==> src/rtl/usb_link_pm_pkg.sv <==
package usb_link_pm_pkg;

    // Decoded line codes; the encoding is part of the block's interface.
    typedef enum logic [1:0] {
        LS_SE0 = 2'b00,
        LS_J   = 2'b01,
        LS_K   = 2'b10,
        LS_SE1 = 2'b11
    } line_e;

    typedef enum logic [1:0] {
        PM_AWAKE,
        PM_SUSP,
        PM_OSC_OFF,
        PM_RESUME
    } pm_e;

    // Events produced by the line timers for the power sequencer.
    typedef struct packed {
        logic reset_pulse;
        logic suspend_pulse;
        logic suspend_hit;
        logic long_idle;
        logic line_idle;
    } line_ev_t;

    function automatic int unsigned ht_cycles(input int unsigned ht, input int unsigned per_ht);
        return ht * per_ht;
    endfunction

    function automatic int unsigned cnt_width(input int unsigned max_val);
        return (max_val < 2) ? 1 : $clog2(max_val + 1);
    endfunction

endpackage

==> src/rtl/lpm_line_timers.sv <==
module lpm_line_timers
    import usb_link_pm_pkg::*;
#(
    parameter int unsigned SE0_W  = 8,
    parameter int unsigned IDLE_W = 17
) (
    input  logic              clk,
    input  logic              rst,
    input  logic [1:0]        line_state,
    input  logic [SE0_W-1:0]  thr_rst,
    input  logic [IDLE_W-1:0] thr_susp,
    input  logic [IDLE_W-1:0] thr_wake,
    output line_ev_t          ev
);

    line_e             ls_q;
    logic [SE0_W-1:0]  se0_len;
    logic [IDLE_W-1:0] idle_len;
    logic              se0_on;
    logic              idle_on;
    logic              se0_hit;
    logic              susp_hit;
    logic              rst_pulse_q;
    logic              susp_pulse_q;

    // One sampling stage; reset value counts as activity so no run starts early.
    always_ff @(posedge clk) begin
        if (rst) ls_q <= LS_K;
        else     ls_q <= line_e'(line_state);
    end

    assign se0_on  = (ls_q == LS_SE0);
    assign idle_on = (ls_q == LS_J);

    // Run lengths saturate at the largest threshold they are compared with.
    always_ff @(posedge clk) begin
        if (rst || !se0_on)          se0_len <= '0;
        else if (se0_len < thr_rst)  se0_len <= se0_len + SE0_W'(1);
    end

    always_ff @(posedge clk) begin
        if (rst || !idle_on)           idle_len <= '0;
        else if (idle_len < thr_wake)  idle_len <= idle_len + IDLE_W'(1);
    end

    // A hit marks the edge that completes the threshold-th cycle of a run.
    assign se0_hit  = se0_on  && (se0_len  == thr_rst  - SE0_W'(1));
    assign susp_hit = idle_on && (idle_len == thr_susp - IDLE_W'(1));

    always_ff @(posedge clk) begin
        if (rst) begin
            rst_pulse_q  <= 1'b0;
            susp_pulse_q <= 1'b0;
        end else begin
            rst_pulse_q  <= se0_hit;
            susp_pulse_q <= susp_hit;
        end
    end

    always_comb begin
        ev.reset_pulse   = rst_pulse_q;
        ev.suspend_pulse = susp_pulse_q;
        ev.suspend_hit   = susp_hit;
        ev.long_idle     = idle_on && (idle_len >= thr_wake - IDLE_W'(1));
        ev.line_idle     = idle_on;
    end

    // bus reset event lasts a single cycle
    a_r2_reset_one_cycle: assert property (@(posedge clk) disable iff (rst)
        rst_pulse_q |=> !rst_pulse_q);

    // suspend event lasts a single cycle
    a_r3_suspend_one_cycle: assert property (@(posedge clk) disable iff (rst)
        susp_pulse_q |=> !susp_pulse_q);

    // suspend event only follows an idle line sample
    a_r3_suspend_after_idle: assert property (@(posedge clk) disable iff (rst)
        $rose(susp_pulse_q) |-> $past(idle_on));

endmodule

==> src/rtl/lpm_power_fsm.sv <==
module lpm_power_fsm
    import usb_link_pm_pkg::*;
#(
    parameter int unsigned TMR_W = 18
) (
    input  logic             clk,
    input  logic             rst,
    input  logic             suspend_hit,
    input  logic             long_idle,
    input  logic             line_idle,
    input  logic             osc_stop_en,
    input  logic             wake_req,
    input  logic [TMR_W-1:0] thr_osc,
    input  logic [TMR_W-1:0] thr_k,
    output logic             osc_stop,
    output logic             drive_k
);

    pm_e              state_q, state_d;
    logic [TMR_W-1:0] tmr_q, tmr_d;
    logic             suspended;

    assign suspended = (state_q == PM_SUSP) || (state_q == PM_OSC_OFF);

    always_comb begin
        state_d = state_q;
        tmr_d   = tmr_q;
        unique case (state_q)
            PM_AWAKE: begin
                if (suspend_hit) begin
                    state_d = PM_SUSP;
                    tmr_d   = '0;
                end
            end
            PM_SUSP, PM_OSC_OFF: begin
                if (!line_idle) begin
                    state_d = PM_AWAKE;
                end else if (wake_req && long_idle) begin
                    state_d = PM_RESUME;
                    tmr_d   = '0;
                end else if (state_q == PM_SUSP) begin
                    if (osc_stop_en && (tmr_q == thr_osc - TMR_W'(1))) begin
                        state_d = PM_OSC_OFF;
                    end else if (tmr_q < thr_osc - TMR_W'(1)) begin
                        tmr_d = tmr_q + TMR_W'(1);
                    end
                end
            end
            PM_RESUME: begin
                if (tmr_q == thr_k - TMR_W'(1)) state_d = PM_AWAKE;
                else                            tmr_d   = tmr_q + TMR_W'(1);
            end
            default: state_d = PM_AWAKE;
        endcase
    end

    always_ff @(posedge clk) begin
        if (rst) begin
            state_q <= PM_AWAKE;
            tmr_q   <= '0;
        end else begin
            state_q <= state_d;
            tmr_q   <= tmr_d;
        end
    end

    assign osc_stop = (state_q == PM_OSC_OFF);
    assign drive_k  = (state_q == PM_RESUME);

    // the oscillator is only stopped when shutdown was allowed
    a_r6_stop_needs_enable: assert property (@(posedge clk) disable iff (rst)
        $rose(osc_stop) |-> $past(osc_stop_en));

    // bus activity seen with the oscillator off restarts it next cycle
    a_r7_activity_restarts: assert property (@(posedge clk) disable iff (rst)
        (osc_stop && !line_idle) |=> !osc_stop);

    // resume drive needs a request and a long idle stretch
    a_r8_wake_qualified: assert property (@(posedge clk) disable iff (rst)
        $rose(drive_k) |-> ($past(wake_req) && $past(long_idle)));

    // resume drive only ever starts from suspend
    a_r10_wake_from_suspend: assert property (@(posedge clk) disable iff (rst)
        $rose(drive_k) |-> $past(suspended));

endmodule

==> src/rtl/usb_link_pm.sv <==
module usb_link_pm
    import usb_link_pm_pkg::*;
#(
    parameter int unsigned RESET_HT        = 5,
    parameter int unsigned SUSP_HT         = 6000,
    parameter int unsigned OSCOFF_HT       = 4000,
    parameter int unsigned WAKE_HT         = 10000,
    parameter int unsigned RESUME_HT       = 20000,
    parameter int unsigned CYC_PER_HT_FAST = 6
) (
    input  logic       clk,
    input  logic       rst,
    input  logic [1:0] line_state,
    input  logic       fast_clk_sel,
    input  logic       osc_stop_en,
    input  logic       wake_req,
    output logic       bus_reset_pulse,
    output logic       suspend_pulse,
    output logic       osc_stop,
    output logic       drive_k
);

    localparam int unsigned CYC_PER_HT_SLOW = CYC_PER_HT_FAST / 2;

    localparam int unsigned RST_F  = ht_cycles(RESET_HT,  CYC_PER_HT_FAST);
    localparam int unsigned RST_S  = ht_cycles(RESET_HT,  CYC_PER_HT_SLOW);
    localparam int unsigned SUSP_F = ht_cycles(SUSP_HT,   CYC_PER_HT_FAST);
    localparam int unsigned SUSP_S = ht_cycles(SUSP_HT,   CYC_PER_HT_SLOW);
    localparam int unsigned WAKE_F = ht_cycles(WAKE_HT,   CYC_PER_HT_FAST);
    localparam int unsigned WAKE_S = ht_cycles(WAKE_HT,   CYC_PER_HT_SLOW);
    localparam int unsigned OSC_F  = ht_cycles(OSCOFF_HT, CYC_PER_HT_FAST);
    localparam int unsigned OSC_S  = ht_cycles(OSCOFF_HT, CYC_PER_HT_SLOW);
    localparam int unsigned K_F    = ht_cycles(RESUME_HT, CYC_PER_HT_FAST);
    localparam int unsigned K_S    = ht_cycles(RESUME_HT, CYC_PER_HT_SLOW);

    localparam int unsigned SE0_W  = cnt_width(RST_F);
    localparam int unsigned IDLE_W = cnt_width(WAKE_F);
    localparam int unsigned TMR_W  = cnt_width((OSC_F > K_F) ? OSC_F : K_F);

    logic [SE0_W-1:0]  thr_rst;
    logic [IDLE_W-1:0] thr_susp;
    logic [IDLE_W-1:0] thr_wake;
    logic [TMR_W-1:0]  thr_osc;
    logic [TMR_W-1:0]  thr_k;
    line_ev_t          ev;

    // Time-base select scales every threshold together.
    assign thr_rst  = fast_clk_sel ? SE0_W'(RST_F)   : SE0_W'(RST_S);
    assign thr_susp = fast_clk_sel ? IDLE_W'(SUSP_F) : IDLE_W'(SUSP_S);
    assign thr_wake = fast_clk_sel ? IDLE_W'(WAKE_F) : IDLE_W'(WAKE_S);
    assign thr_osc  = fast_clk_sel ? TMR_W'(OSC_F)   : TMR_W'(OSC_S);
    assign thr_k    = fast_clk_sel ? TMR_W'(K_F)     : TMR_W'(K_S);

    lpm_line_timers #(
        .SE0_W  (SE0_W),
        .IDLE_W (IDLE_W)
    ) u_lines (
        .clk        (clk),
        .rst        (rst),
        .line_state (line_state),
        .thr_rst    (thr_rst),
        .thr_susp   (thr_susp),
        .thr_wake   (thr_wake),
        .ev         (ev)
    );

    lpm_power_fsm #(
        .TMR_W (TMR_W)
    ) u_pm (
        .clk         (clk),
        .rst         (rst),
        .suspend_hit (ev.suspend_hit),
        .long_idle   (ev.long_idle),
        .line_idle   (ev.line_idle),
        .osc_stop_en (osc_stop_en),
        .wake_req    (wake_req),
        .thr_osc     (thr_osc),
        .thr_k       (thr_k),
        .osc_stop    (osc_stop),
        .drive_k     (drive_k)
    );

    assign bus_reset_pulse = ev.reset_pulse;
    assign suspend_pulse   = ev.suspend_pulse;

    // resume drive and oscillator stop never overlap
    a_r9_no_stop_while_k: assert property (@(posedge clk) disable iff (rst)
        drive_k |-> !osc_stop);

endmodule

==> config.mk <==
export PLATFORM = sky130hd
export DESIGN_NAME = usb_link_pm
export DESIGN_NICKNAME = d
export VERILOG_FILES = /design/src/rtl/usb_link_pm_pkg.sv /design/src/rtl/lpm_line_timers.sv /design/src/rtl/lpm_power_fsm.sv /design/src/rtl/usb_link_pm.sv
export SDC_FILE = /design/constraint.sdc
export NUM_CORES = 1
export LEC_CHECK = 0
export ABC_AREA = 1
export BUFFER_PORTS_ARGS = -buffer_cell sky130_fd_sc_hd__buf_2
export CORE_UTILIZATION = 45
export CTS_CLUSTER_SIZE = 16
export DETAILED_ROUTE_END_ITERATION = 10
export GPL_ROUTABILITY_DRIVEN = 0
export PLACE_DENSITY = 0.62
export SETUP_SLACK_MARGIN = 0.02
export SLEW_MARGIN = 30
export SYNTH_ARGS = -nofsm -noshare
export SYNTH_HDL_FRONTEND = slang
export SYNTH_SLANG_ARGS = --single-unit
export TNS_END_PERCENT = 20
==> constraint.sdc <==
create_clock -name clk -period 2.8 [get_ports clk]
set_clock_uncertainty 0.05 [all_clocks]
set_input_delay 0.56 -clock clk [delete_from_list [all_inputs] [get_ports clk]]
set_output_delay 0.56 -clock clk [all_outputs]
set_load 0.05 [all_outputs]
# After elaboration in Yosys (flattened, before gate mapping)
# Index checks and enable logic that the tools add are counted.
dict set report classes {
  magnitude_cmp 4
  n_addsub 8
  n_eq_ne 17
  reduce_logical 14
  n_mux 20
}
# operator n
set op_table {}
lappend op_table {{two-way mux 17 bit} 8}
lappend op_table {{case mux 17 bit (3 select lines)} 1}
lappend op_table {{equality test 17 bit} 2}
lappend op_table {{two-way mux 16 bit} 2}
lappend op_table {{subtractor 16 x 1 -> 16 bit (second input constant)} 2}
lappend op_table {{adder 17 x 1 -> 17 bit (second input constant)} 1}
lappend op_table {{less-than comparator 17 bit} 1}
lappend op_table {{subtractor 17 x 1 -> 17 bit (second input constant)} 1}
lappend op_table {{adder 16 x 1 -> 16 bit (second input constant)} 1}
lappend op_table {{equality test 16 bit} 1}
lappend op_table {{>= comparator 16 bit} 1}
lappend op_table {{less-than comparator 16 bit} 1}
lappend op_table {{subtractor 15 x 1 -> 16 bit (second input constant)} 1}
lappend op_table {{two-way mux 15 bit} 1}
lappend op_table {{two-way mux 2 bit} 6}
lappend op_table {{!= test 4 x 2 -> 1 bit (second input constant)} 2}
lappend op_table {{!= test 2 bit (second input constant)} 3}
lappend op_table {{!= test 3 x 1 -> 1 bit (second input constant)} 2}
lappend op_table {{case mux 2 bit (3 select lines)} 1}
lappend op_table {{AND reduction 6 bit} 1}
lappend op_table {{adder 5 x 1 -> 5 bit (second input constant)} 1}
lappend op_table {{equality test 5 bit} 1}
lappend op_table {{logical AND 1 bit} 5}
lappend op_table {{less-than comparator 5 bit} 1}
lappend op_table {{11 further kinds} 16}
dict set report totals {
  regBits 44
}

# Depth between registers and ports, before layout
dict set report logic_depth {
  ltp_word 9
  depth_mapped 16
}

# Cells and area by module
# From an unflattened synthesis, not the netlist that was laid out.
dict set report hier_totals {
  hier_cells 997
  hier_area_um2 6064.6
}
# module seq_area_each_um2 cells_each n_inst area_each_um2
set modules_own_cells {}
lappend modules_own_cells {lpm_line_timers 500.5 502 1 3159.3}
lappend modules_own_cells {lpm_power_fsm 380.4 492 1 2894.0}
lappend modules_own_cells {usb_link_pm 0.0 3 1 11.3}

# Worst setup path after synthesis
# OpenSTA, ideal clock, no wires.
dict set report synth_path {
  path_type {input to register}
  start {in fast_clk_sel}
  end {reg u_pm.tmr_q[6]}
  path_slack_ns 0.446
  path_buffers 1
  required_time_ns 2.686
  setup_ns 0.064
  arrival_time_ns 2.240
  cell_stages 16
  cell_sequence {inv_1 ha_1 nand2_1 inv_1 nand2_1 nand2_1 a21oi_1 nand2_1 nand2_2 nand2_1 nand2_2 buf_4 nand2_1 nand3_1 nand2_1 nor2_1}
}
dict set report synth_via {
  elab_chain_len 8
}
# element line_no
set synth_lines {}
lappend synth_lines {{from (decl)} usb_link_pm.sv:14} ;# input logic fast_clk_sel,
lappend synth_lines {{two-way mux 16 bit} usb_link_pm.sv:50} ;# assign thr_wake = fast_clk_sel ? IDLE_W'(WAKE_F) : IDLE_W'(WAKE_S);
lappend synth_lines {{subtractor 16 x 1 -> 16 bit} lpm_line_timers.sv:64} ;# ev.long_idle = idle_on && (idle_len >= thr_wake - IDLE_W'(1));
lappend synth_lines {{>= comparator 16 bit} lpm_line_timers.sv:64}
lappend synth_lines {{logical AND 1 bit} lpm_line_timers.sv:64}
lappend synth_lines {{logical AND 1 bit} lpm_power_fsm.sv:38} ;# end else if (wake_req && long_idle) begin
lappend synth_lines {{two-way mux 17 bit} lpm_power_fsm.sv:38}
lappend synth_lines {{two-way mux 17 bit} lpm_power_fsm.sv:36} ;# if (!line_idle) begin
lappend synth_lines {{case mux 17 bit (3 select lines)} lpm_power_fsm.sv:28} ;# unique case (state_q)
lappend synth_lines {{to (signal assigned)} lpm_power_fsm.sv:63} ;# tmr_q <= tmr_d;
lappend synth_lines {{to (decl)} lpm_power_fsm.sv:20} ;# logic [TMR_W-1:0] tmr_q, tmr_d;
# Parallel ways exist; a longest one is shown, timed or not. The select of a mux whose other input is x is not followed.
# A chain may end at the register's enable or synchronous reset.

# Final worst setup path
dict set report layout_path {
  start {in fast_clk_sel}
  end {reg u_pm.tmr_q[0]}
}
# The elaborated chain is that of the path after synthesis.

==> key figures <==
Status
  • Status: finished, final reports clean

Logic synthesis
  • Seq/Total Area, Yosys: 26.14%
  • Post-Syn Area: 0.003369 mm^2
  • Post-synth ARST share: 0%
  • Most frequent cells after synthesis: nand2_1 (130), inv_1 (74), nor2_1 (74)
  • Synthesized instance count: 529
  • Post-Synthesis Net Count: 564
  • Ys flop type: dfxtp_1
  • Post-synth EDFFs: 0
  • Unique masters post-synth: 36
  • Syn avg cell area: 6.370 um^2
  • Main area contributors after synthesis: dfxtp_1 (26%), nand2_1 (14%), ha_1 (10%)
  • Yosys reg bits: 44
  • Synth area leader: dfxtp_1
  • Top-count cell post-synth: nand2_1
  • Top-area cell type share of the netlist area: 26.14%
  • YS warnings: 0

Timing
  • Final hold violation count: 0
  • Crit path time final: 2.474 ns
  • Slew margin rel.: 58.65%
  • Final setup violation count: 0
  • RSZ-0062 raised after global routing: no
  • Worst Tran Pin Value: 0.6155 ns
  • Fmax: 404.3 MHz
  • Final Slew Violations: 0
  • Setup TNS: 0 ns
  • Period utilisation layout: 88.35%

Clock tree
  • Cts hold-fix bufs: 0
  • Worst-Skew Late Latency: 0.30 ns
  • # H-tree levels: 2
  • Post-CTS setup buffers: 0
  • Clock buffer depth: 2
  • TritonCTS clock tree: yes
  • Num CTS Buffers: 5
  • CTS resizes: 0
  • Clock transition at path regs: 0.10 ns
  • Clock tree sinks: 44
  • Clk root buf: clkbuf_8

Routing
  • Antenna Nets Post-Route: 0
  • WL final: 7706 um
  • Routed wire length per instance: 11.98 um
  • Iter 0 DRT Violations: 223
  • Vias per cell: 5.042
  • Total number of vias: 3242
  • Post-route DRC: 0
  • 1st-pass router iterations: 4

Pwr
  • Pwr per Cell Area: 304.1 mW/mm^2
  • P_leak: 1.495 nW
  • Max VDD drop: 0.0002090 V

Die
  • Row cnt: 31
  • Die outline area: 0.007838 mm^2
  • Die W: 88.53 um
  • Die height: 88.53 um
  • Io pins: 11
  • Initial Util: 46.46%
  • Core Footprint: 0.007253 mm^2

Cells and area
  • Fin nets: 578
  • Non-Filler Instances: 643
  • Layout Area Growth over Synthesis: 7.798%
  • N_diodes: 0
  • Share of layout cells above drive strength 1: 10.66%

Worst setup path
  • Delay-heaviest family, CP: simple AND/OR/NAND/NOR gates
  • Slowest cell on the critical path: ha_1
  • Crit-path max cell delay: 0.23 ns
  • CP max FO: 17
  • CP startpoint kind: input pin
  • Crit Path Class: in2reg
  • Worst EP required: 2.99 ns
  • CP bufs+invs: 5
  • Most used cell, CP: nor2_1
  • Crit. End Element: register
  • Worst-path cell chain: buf_2, inv_1, buf_4, ha_1, nand2_1, inv_1, a21oi_1, nor2_1, nor2_1, nand2_1, nand2_1, nand2_2, nand2_4, nand2_4, inv_4, nor2_1, nor2_1
  • Arrival time worst endpoint: 2.66 ns

Global route
  • Largest net degree at the start of global routing: 19
  • Initial antenna violation count: 0
  • GRT Residual Overflow: 0
  • First-pass GRT wire length: 13270 um
  • Gr usage total: 21.70%
  • Vias in the first global route: 2815

Place
  • I/O Buffers: 10
  • Placed Cells: 635
  • Hpwl dp: 5822 um

Run
  • Max cap viols: 0

Worst hold path
  • HP Class: in2reg
-- worst reg2reg max path: stages (launching register included) --
cell	delay (ns)
dfxtp_1	0.45
ha_1	0.22
nand3_1	0.12
nor2_2	0.22
nand2_1	0.10
nor2_1	0.22
nor2_1	0.06
nand2_1	0.06
nand2_1	0.06
nand2_2	0.07
nand2_4	0.14
nand2_4	0.14
inv_4	0.10
nor2_1	0.10
nor2_1	0.05
-- power by group --
part | leakage [nW] | total (mW) | internal [mW] | switching [mW]
sequential | 0.355 | 0.630 | 0.628 | 0.00209
clock | 0.0404 | 0.419 | 0.177 | 0.242
combinational | 1.10 | 0.0554 | 0.0210 | 0.0344
-- final cells by class --
type	count	area, um^2
Fill cell	767	3621
Multi-Input combinational cell	396	2125
Sequential cell	44	880.8
Inverter	80	302.8
Tap cell	99	123.9
Timing Repair Buffer	16	107.6
Clock buffer	5	68.82
Clock inverter	3	23.77
-- worst paths after layout --
| kind | start | end | slack (ns) | depth (start not counted) |
|---|---|---|---|---|
| max | fast_clk_sel | u_pm.tmr_q[0] | 0.33 | 17 |
| min | line_state[1] | u_lines.ls_q[1] | 0.38 | 2 |
| max reg2reg | u_pm.tmr_q[0] | u_pm.tmr_q[1] | 0.55 | 14 |
| min reg2reg | u_lines.idle_len[13] | u_lines.idle_len[13] | 0.44 | 2 |
-- routing by layer --
metal	routed length, um	up-vias	global-route usage [%]
met5	0	-	0
met4	84	0	5.279
met1	4011	1462	31.51
met2	3287	64	33.78
li1	-	1708	-
met3	323	8	3.078
-- state kept, by name, indices dropped and copies added, names as in the netlist --
| name | flops |
|---|---|
| u_pm.tmr_q | 17 |
| u_lines.susp_pulse_q | 1 |
| u_lines.ls_q | 2 |
| u_lines.se0_len | 5 |
| u_lines.idle_len | 16 |
| u_lines.rst_pulse_q | 1 |
| u_pm.state_q | 2 |
-- per-stage QoR --
step                      total power, mW  cell area, um^2  setup WS [ns]  util, %  hold slack, ns
final                               1.104             3632         0.3263    50.08          0.3764
after CTS                           1.121             3632         0.3481    50.08          0.3654
after global placement             0.6999             3540         0.1095    48.80          0.4191
after floorplan                    0.6787             3369         0.4463        -          0.4014
after detailed placement           0.7002             3540        0.04097    48.80          0.4279
after global routing                1.155             3632         0.1107    50.08          0.3868
-- logic make-up after synthesis --
family / Yosys count / synth area share [%]
flops: 44 / 26.14
xor+xnor: 12 / 3.119
buf+inv: 89 / 10.81
simple gates: 304 / 41.14
compound gates: 52 / 8.393
fa+ha+maj: 28 / 10.40
-- cell usage in the layout, fill, tap and decap left out, drive strengths merged --
cell	synthesis	layout
o31ai	1	1
and3	1	1
nand3	36	36
nor2	90	90
clkinvlp	0	2
o21bai	1	1
xor2	12	12
clkbuf	3	5
buf	6	16
inv	79	79
dfxtp	44	44
o21ai	17	17
a21oi	31	31
nand3b	3	3
nor3	18	18
nor3b	2	2
a31o	1	1
ha	28	28
a211oi	1	1
nor4	6	6
nand4	7	7
clkinv	1	2
or2	2	2
nand2	139	139
Power figures use the tool's default switching activity.
